<file path="src/rtl/rrq_pkg.sv">
package rrq_pkg;

   // Cyclic sum of two indices below n (operands each below n).
   function automatic int mod_add(input int a, input int b, input int n);
      int s;
      s = a + b;
      if (s >= n) s = s - n;
      return s;
   endfunction

   function automatic int min_int(input int a, input int b);
      return (a < b) ? a : b;
   endfunction

endpackage

</file>
<file path="src/rtl/rrq_rank.sv">
// Packs the valid lanes: each lane learns how many valid lanes sit below it.
module rrq_rank #(
   parameter int LANES = 4,
   parameter int LW    = 2,
   parameter int VW    = 3
) (
   input  logic [LANES-1:0]         in_valid,
   output logic [LANES-1:0][LW-1:0] rank,
   output logic [VW-1:0]            nvalid
);

   always_comb begin
      int k;
      k = 0;
      for (int i = 0; i < LANES; i++) begin
         rank[i] = LW'(k);
         if (in_valid[i]) k = k + 1;
      end
      nvalid = VW'(k);
   end

endmodule

</file>
<file path="src/rtl/rrq_bank.sv">
// One physical bank: a plain circular FIFO with show-ahead head word.
// Overflow and underflow are excluded by the caller.
module rrq_bank #(
   parameter int DATA_W = 8,
   parameter int DEPTH  = 4
) (
   input  logic              clk,
   input  logic              rst,
   input  logic              push,
   input  logic [DATA_W-1:0] wdata,
   input  logic              pop,
   output logic [DATA_W-1:0] head
);

   localparam int AW = (DEPTH > 1) ? $clog2(DEPTH) : 1;

   logic [DATA_W-1:0] mem [DEPTH];
   logic [AW-1:0]     wr_idx, rd_idx;

   function automatic logic [AW-1:0] step(input logic [AW-1:0] p);
      return (p == AW'(DEPTH - 1)) ? '0 : p + AW'(1);
   endfunction

   always_ff @(posedge clk) begin
      if (rst) begin
         wr_idx <= '0;
         rd_idx <= '0;
      end else begin
         if (push) wr_idx <= step(wr_idx);
         if (pop)  rd_idx <= step(rd_idx);
      end
   end

   always_ff @(posedge clk) begin
      if (push) mem[wr_idx] <= wdata;
   end

   assign head = mem[rd_idx];

endmodule

</file>
<file path="src/rtl/rr_logical_fifo.sv">
module rr_logical_fifo #(
   parameter int  LANES  = 4,
   parameter int  DATA_W = 8,
   parameter int  DEPTH  = 4,
   localparam int CW     = $clog2(LANES * DEPTH + 1),
   localparam int VW     = $clog2(LANES + 1)
) (
   input  logic                      clk,
   input  logic                      rst,
   input  logic [LANES-1:0]          in_valid,
   input  logic [LANES*DATA_W-1:0]   in_data,
   input  logic                      out_ready,
   output logic                      out_valid,
   output logic [DATA_W-1:0]         out_data,
   output logic                      empty,
   output logic                      full,
   output logic [CW-1:0]             occupancy,
   output logic [VW-1:0]             drop_cnt
);

   localparam int  LW   = $clog2(LANES);
   localparam int  CAP  = LANES * DEPTH;
   localparam bit  POW2 = ((1 << LW) == LANES);

   // elaboration-time parameter checks
   if (LANES < 2) begin : g_bad_lanes
      $error("rr_logical_fifo: LANES must be at least 2");
   end
   if (DEPTH < 2) begin : g_bad_depth
      $error("rr_logical_fifo: DEPTH must be at least 2");
   end
   if (DATA_W < 1) begin : g_bad_width
      $error("rr_logical_fifo: DATA_W must be positive");
   end

   logic [LW-1:0]              wptr, rptr, wptr_nxt, rptr_inc;
   logic [CW-1:0]              count;
   logic [LANES-1:0][LW-1:0]   rank;
   logic [VW-1:0]              nvalid;
   logic [LANES-1:0]           acc_lane;
   logic [LANES-1:0][LW-1:0]   tgt;
   logic [VW-1:0]              n_acc;
   logic [LANES-1:0]           bank_push;
   logic [LANES-1:0]           bank_pop;
   logic [LANES-1:0][DATA_W-1:0] bank_wdata;
   logic [DATA_W-1:0]          bank_head [LANES];
   logic                       pop;

   // ---------------- compaction ----------------
   rrq_rank #(.LANES(LANES), .LW(LW), .VW(VW)) u_rank (
      .in_valid (in_valid),
      .rank     (rank),
      .nvalid   (nvalid)
   );

   // ---------------- admission ----------------
   always_comb begin
      int free_sp;
      int acc;
      free_sp = CAP - int'(count);
      acc     = rrq_pkg::min_int(int'(nvalid), free_sp);
      n_acc   = VW'(acc);
      for (int i = 0; i < LANES; i++) begin
         acc_lane[i] = in_valid[i] && (int'(rank[i]) < free_sp);
      end
   end

   assign drop_cnt = nvalid - n_acc;

   // ---------------- rotation onto banks ----------------
   if (POW2) begin : g_rot_pow2
      always_comb begin
         for (int i = 0; i < LANES; i++) tgt[i] = wptr + rank[i];
      end
      assign wptr_nxt = wptr + LW'(n_acc);
      assign rptr_inc = rptr + LW'(1);
   end else begin : g_rot_gen
      always_comb begin
         for (int i = 0; i < LANES; i++)
            tgt[i] = LW'(rrq_pkg::mod_add(int'(wptr), int'(rank[i]), LANES));
      end
      assign wptr_nxt = LW'(rrq_pkg::mod_add(int'(wptr), int'(n_acc) % LANES, LANES));
      assign rptr_inc = LW'(rrq_pkg::mod_add(int'(rptr), 1, LANES));
   end

   always_comb begin
      for (int b = 0; b < LANES; b++) begin
         bank_push[b]  = 1'b0;
         bank_wdata[b] = '0;
         for (int i = 0; i < LANES; i++) begin
            if (acc_lane[i] && (tgt[i] == LW'(b))) begin
               bank_push[b]  = 1'b1;
               bank_wdata[b] = in_data[i*DATA_W +: DATA_W];
            end
         end
      end
   end

   // ---------------- banks ----------------
   for (genvar b = 0; b < LANES; b++) begin : g_bank
      assign bank_pop[b] = pop && (rptr == LW'(b));
      rrq_bank #(.DATA_W(DATA_W), .DEPTH(DEPTH)) u_bank (
         .clk   (clk),
         .rst   (rst),
         .push  (bank_push[b]),
         .wdata (bank_wdata[b]),
         .pop   (bank_pop[b]),
         .head  (bank_head[b])
      );
   end

   // ---------------- read side ----------------
   assign out_valid = (count != '0);
   assign pop       = out_valid && out_ready;
   assign out_data  = bank_head[rptr];

   always_ff @(posedge clk) begin
      if (rst) begin
         wptr  <= '0;
         rptr  <= '0;
         count <= '0;
      end else begin
         wptr  <= wptr_nxt;
         if (pop) rptr <= rptr_inc;
         count <= CW'(int'(count) + int'(n_acc) - int'(pop));
      end
   end

   assign empty     = (count == '0);
   assign full      = (count == CW'(CAP));
   assign occupancy = count;

endmodule

</file>
<file path="config.mk">
export PLATFORM = sky130hd
export DESIGN_NAME = rr_logical_fifo
export DESIGN_NICKNAME = d
export VERILOG_FILES = /design/src/rtl/rrq_pkg.sv /design/src/rtl/rrq_rank.sv /design/src/rtl/rrq_bank.sv /design/src/rtl/rr_logical_fifo.sv
export SDC_FILE = /design/constraint.sdc
export NUM_CORES = 1
export LEC_CHECK = 0
export BUFFER_PORTS_ARGS = -buffer_cell sky130_fd_sc_hd__clkbuf_2
export CAP_MARGIN = 15
export CORE_MARGIN = 5
export CORE_UTILIZATION = 40
export CTS_CLUSTER_DIAMETER = 120
export DETAILED_ROUTE_END_ITERATION = 6
export GPL_TIMING_DRIVEN = 0
export HOLD_SLACK_MARGIN = 0.15
export SLEW_MARGIN = 10
export SYNTH_ARGS = -nofsm -noshare
export SYNTH_HDL_FRONTEND = slang
export SYNTH_SLANG_ARGS = --single-unit
</file>
<file path="constraint.sdc">
create_clock -name clk -period 12.7 [get_ports clk]
set_input_delay 1.27 -clock clk [delete_from_list [all_inputs] [get_ports clk]]
set_output_delay 1.27 -clock clk [all_outputs]
set_load 0.03 [all_outputs]
</file>
==> results_tabular.tex <==
\begin{tabular}{lr}
\hline
Metric & Value \\
\hline
\multicolumn{2}{l}{\textbf{Yosys}} \\
\quad Post-Syn Area & 8650 sq um \\
\quad Fraction of registers with async set/reset & 0\% \\
\quad Synth cell types & 68 \\
\quad Number of flops mapped to enable cells by yosys & 128 \\
\quad Ys Warns & 0 \\
\quad Net count after synthesis & 746 \\
\quad Mean cell area of the mapped netlist & 13.1 sq um \\
\quad Synth Register Bits & 161 \\
\quad Seq/Total Area, Yosys & 52.1\% \\
\quad Most used flip-flop cell after synthesis & sky130\_fd\_sc\_hd\_\_edfxtp\_1 \\
\quad Cell count after synthesis & 658 \\
\multicolumn{2}{l}{\textbf{Layout}} \\
\quad Layout overhead on the synthesized area & 14.4\% \\
\quad Commonest cells after routing, fill and taps aside & sky130\_fd\_sc\_hd\_\_edfxtp\_1 (128), sky130\_fd\_sc\_hd\_\_clkbuf\_2 (57), sky130\_fd\_sc\_hd\_\_ha\_1 (48) \\
\quad Area of the multi-input gates & 3830 sq um \\
\quad Number of inserted filler cells in the final layout & 1,907 \\
\quad Antenna diode instance count & 0 \\
\quad Core utilization of the finished layout & 46.8\% \\
\quad Post-route standard cell area excluding fillers & 9890 sq um \\
\quad Post-layout net count & 822 \\
\quad Sequential standard cell area & 4500 sq um \\
\quad Commonest non-fill, non-tap cell in the layout & sky130\_fd\_sc\_hd\_\_edfxtp\_1 \\
\quad Share of layout cells above drive strength 1 & 21.8\% \\
\multicolumn{2}{l}{\textbf{CTS}} \\
\quad Clock Path Buffers & 2 \\
\quad Clock H-tree levels & 4 \\
\quad Post-CTS Setup Inserts & 0 \\
\quad Clock-pin slew on the worst setup and hold paths & 60 ps \\
\quad Quantity of hold-fixing buffers added after cts & 0 \\
\quad Clock buffer count from CTS & 17 \\
\quad Root Buffer & sky130\_fd\_sc\_hd\_\_clkbuf\_16 \\
\quad Clock tree from TritonCTS & done \\
\quad Number of instances resized during post-cts repair & 0 \\
\quad CTS Sinks & 161 \\
\quad Insertion delay of the later-clocked pin in the worst-skew pair & 420 ps \\
\multicolumn{2}{l}{\textbf{Min path}} \\
\quad Hold path depth & 2 \\
\quad Hold Path Origin & g\_bank[2].u\_bank.rd\_idx[1] \\
\quad Type of the tightest min-delay check & flip-flop to flip-flop \\
\quad Hold Path Sink & g\_bank[2].u\_bank.rd\_idx[1] \\
\multicolumn{2}{l}{\textbf{Floorplanning}} \\
\quad Die outline width & 157 um \\
\quad Boundary Pins & 58 \\
\quad Placeable core region & 21,200 sq um \\
\quad Die Y-Extent & 157 um \\
\quad Initial core utilization & 40.9\% \\
\quad Site row count & 53 \\
\quad Area of the die & 24,700 sq um \\
\multicolumn{2}{l}{\textbf{Global routing}} \\
\quad Largest net degree at the start of global routing & 17 \\
\quad Wire length of the first global-routing pass & 34,700 um \\
\quad GRT Util Overall & 18.9\% \\
\quad Number of antenna violations at the first check in global routing & 0 \\
\quad GRT Residual Overflow & 0 \\
\quad Vias in the first global route & 5,982 \\
\multicolumn{2}{l}{\textbf{Drt}} \\
\quad Count of antenna-violating nets left after detailed routing & 0 \\
\quad Number of vias in the routed layout & 5,995 \\
\quad Vias per std cell & 5.87 \\
\quad DRT iter0 DRCs & 524 \\
\quad Routed length per instance & 22.1 um \\
\quad Overall routed net length & 22,600 um \\
\quad Total DRC errors in the routed layout & 0 \\
\quad First-pass DRT Iterations & 5 \\
\multicolumn{2}{l}{\textbf{Worst setup path}} \\
\quad Library cell contributing the largest single delay on the critical path & sky130\_fd\_sc\_hd\_\_or4b\_2 \\
\quad Crit Path Max Fanout & 8 \\
\quad Cell-by-cell listing of the critical path & clkbuf\_2 -> inv\_1 -> ha\_1 -> xor2\_2 -> ha\_1 -> mux2\_2 -> ha\_1 -> or4b\_2 -> a31oi\_2 -> nor2\_1 -> a21o\_1 -> ha\_1 -> inv\_1 -> ha\_1 -> mux2\_2 -> o22ai\_1 -> clkbuf\_2 \\
\quad Reg2Reg Setup Slack & 8150 ps \\
\quad CP Capture Type & output pin \\
\quad Setup crit start kind & primary input \\
\quad Critical R2R Launch & occupancy[0] \\
\quad Cell occurring most often along the worst timing path & sky130\_fd\_sc\_hd\_\_ha\_1 \\
\quad Data arrival time of the critical path & 5550 ps \\
\quad CP Data Required Time & 11,430 ps \\
\quad Critical setup path kind & primary input to output pin \\
\quad Destination of the worst register-to-register timing path & occupancy[4] \\
\quad Highest cell delay on the worst timing path & 650 ps \\
\quad R2R depth & 20 \\
\multicolumn{2}{l}{\textbf{STA}} \\
\quad Worst-case headroom to the max-slew limit & 27.8\% \\
\quad Final worst-path setup slack & 5880 ps \\
\quad Setup Skew & 8.15 ps \\
\quad Final number of setup-violating endpoints & 0 \\
\quad Slew of the pin with the lowest slew margin & 1070 ps \\
\quad Total negative slack for setup checks & 0 ps \\
\quad Setup repair after global routing missed its margin & no \\
\quad Highest clock rate & 0.147 GHz \\
\quad Crit path time final & 6820 ps \\
\quad Period Utilization, post-route & 53.7\% \\
\quad Final count of pins violating max slew & 0 \\
\quad Count of endpoints failing hold in the final timing report & 0 \\
\multicolumn{2}{l}{\textbf{Place}} \\
\quad Worst setup slack before clock tree synthesis & 5890 ps \\
\quad Detailed-placement wirelength estimate & 17,500 um \\
\quad Number of I/O port buffers & 57 \\
\quad Weighted congestion at the end of routability-driven global placement & 0.922 \\
\quad Cell Area, Placed & 9280 sq um \\
\multicolumn{2}{l}{\textbf{Pwr}} \\
\quad PwrDens & 259 nW/um\^{}2 \\
\quad Worst vdd rail ir drop & 210 uV \\
\quad Total power & 2.56 mW \\
\quad Leakage power of the design & 3.60 nW \\
\multicolumn{2}{l}{\textbf{Run}} \\
\quad Max-cap violations & 0 \\
\multicolumn{2}{l}{\textbf{Run status}} \\
\quad Result of the run & completed \\
\hline
\end{tabular}
## synth_stat cells (13+ instances only)
cell type | number | share of area (%)
sky130_fd_sc_hd__edfxtp_1 | 128 | 44
sky130_fd_sc_hd__nor3_1 | 15 | 0.87
sky130_fd_sc_hd__nand2_1 | 35 | 1.5
sky130_fd_sc_hd__a21oi_1 | 20 | 1.2
sky130_fd_sc_hd__ha_1 | 48 | 6.9
sky130_fd_sc_hd__nor2_1 | 26 | 1.1
sky130_fd_sc_hd__a22o_1 | 13 | 1.3
sky130_fd_sc_hd__and2_1 | 17 | 1.2
sky130_fd_sc_hd__o21a_1 | 15 | 1.3
sky130_fd_sc_hd__clkbuf_1 | 15 | 0.65
sky130_fd_sc_hd__mux2i_1 | 16 | 1.9
sky130_fd_sc_hd__inv_1 | 40 | 1.7
sky130_fd_sc_hd__mux4_2 | 40 | 10
sky130_fd_sc_hd__dfxtp_1 | 33 | 7.6
## how the worst max path moves through the flow
stage / from / to / slack [ps]
5_1_grt: in_valid[0] / drop_cnt[2] / 5660
3_5_place_dp: in_valid[0] / drop_cnt[2] / 5890
2_1_floorplan: in_valid[0] / drop_cnt[2] / 6290
6_report: in_valid[0] / drop_cnt[2] / 5880
4_1_cts: in_valid[0] / drop_cnt[2] / 5880
3_3_place_gp: in_valid[0] / drop_cnt[2] / 5980
## power by group
part	leakage, nW	switching, mW	total (mW)	internal (mW)
Combinational	1.83	0.750	1.20	0.451
Sequential	1.47	0.0506	0.839	0.789
Clock	0.303	0.203	0.523	0.320
## per-stage QoR
step,cells,hold WS (ps)
2_1_floorplan,658,454
3_3_place_gp,990,465
3_5_place_dp,990,489
4_1_cts,1022,498
5_1_grt,1022,513
6_report,1022,495
## per-layer routing
metal / GRT usage (%) / vias to the layer above / part of all wire [%]
met5: 0 / - / 0
met4: 7.01 / 0 / 2.7
met3: 3.22 / 39 / 5.3
met2: 30.6 / 211 / 49
met1: 25.7 / 3020 / 43
li1: - / 2725 / -
## flip-flops by register name, indices dropped and copies added (netlist names), named ones only
name	count
rptr	2
g_bank.u_bank.wr_idx	8
wptr	2
occupancy	5
g_bank.u_bank.rd_idx	8
g_bank.u_bank.mem	128
## critical path, delay by kind of cell
| family | cells | cell delay [ps] |
|---|---|---|
| adder cells (fa/ha/maj) | 5 | 1270 |
| XOR/XNOR | 1 | 350 |
| AND/OR/NAND/NOR | 2 | 720 |
| buffers and inverters | 4 | 550 |
| multiplexers | 2 | 640 |
| AO/OA/AOI/OAI | 3 | 760 |
## cell type report
class                      instances  area share [%]
buffer                            34            1.56
clock buffer                      22            5.02
clock inverter                    10            1.23
inverter                          41            1.56
sequential                       161            45.5
multi-input combinational        422            38.8
tap                              275            3.48
timing repair buffer              57            2.88
## kinds of logic after synthesis
group,count (synthesis),share of synthesized area [%]
compound gates,115,10.1
xor+xnor,21,2.21
fa+ha+maj,49,7.18
buf+inv,75,3.56
flops,161,52.1
mux,61,13.0
simple gates,176,11.9
Note: power is estimated with default switching activity, not from simulation.
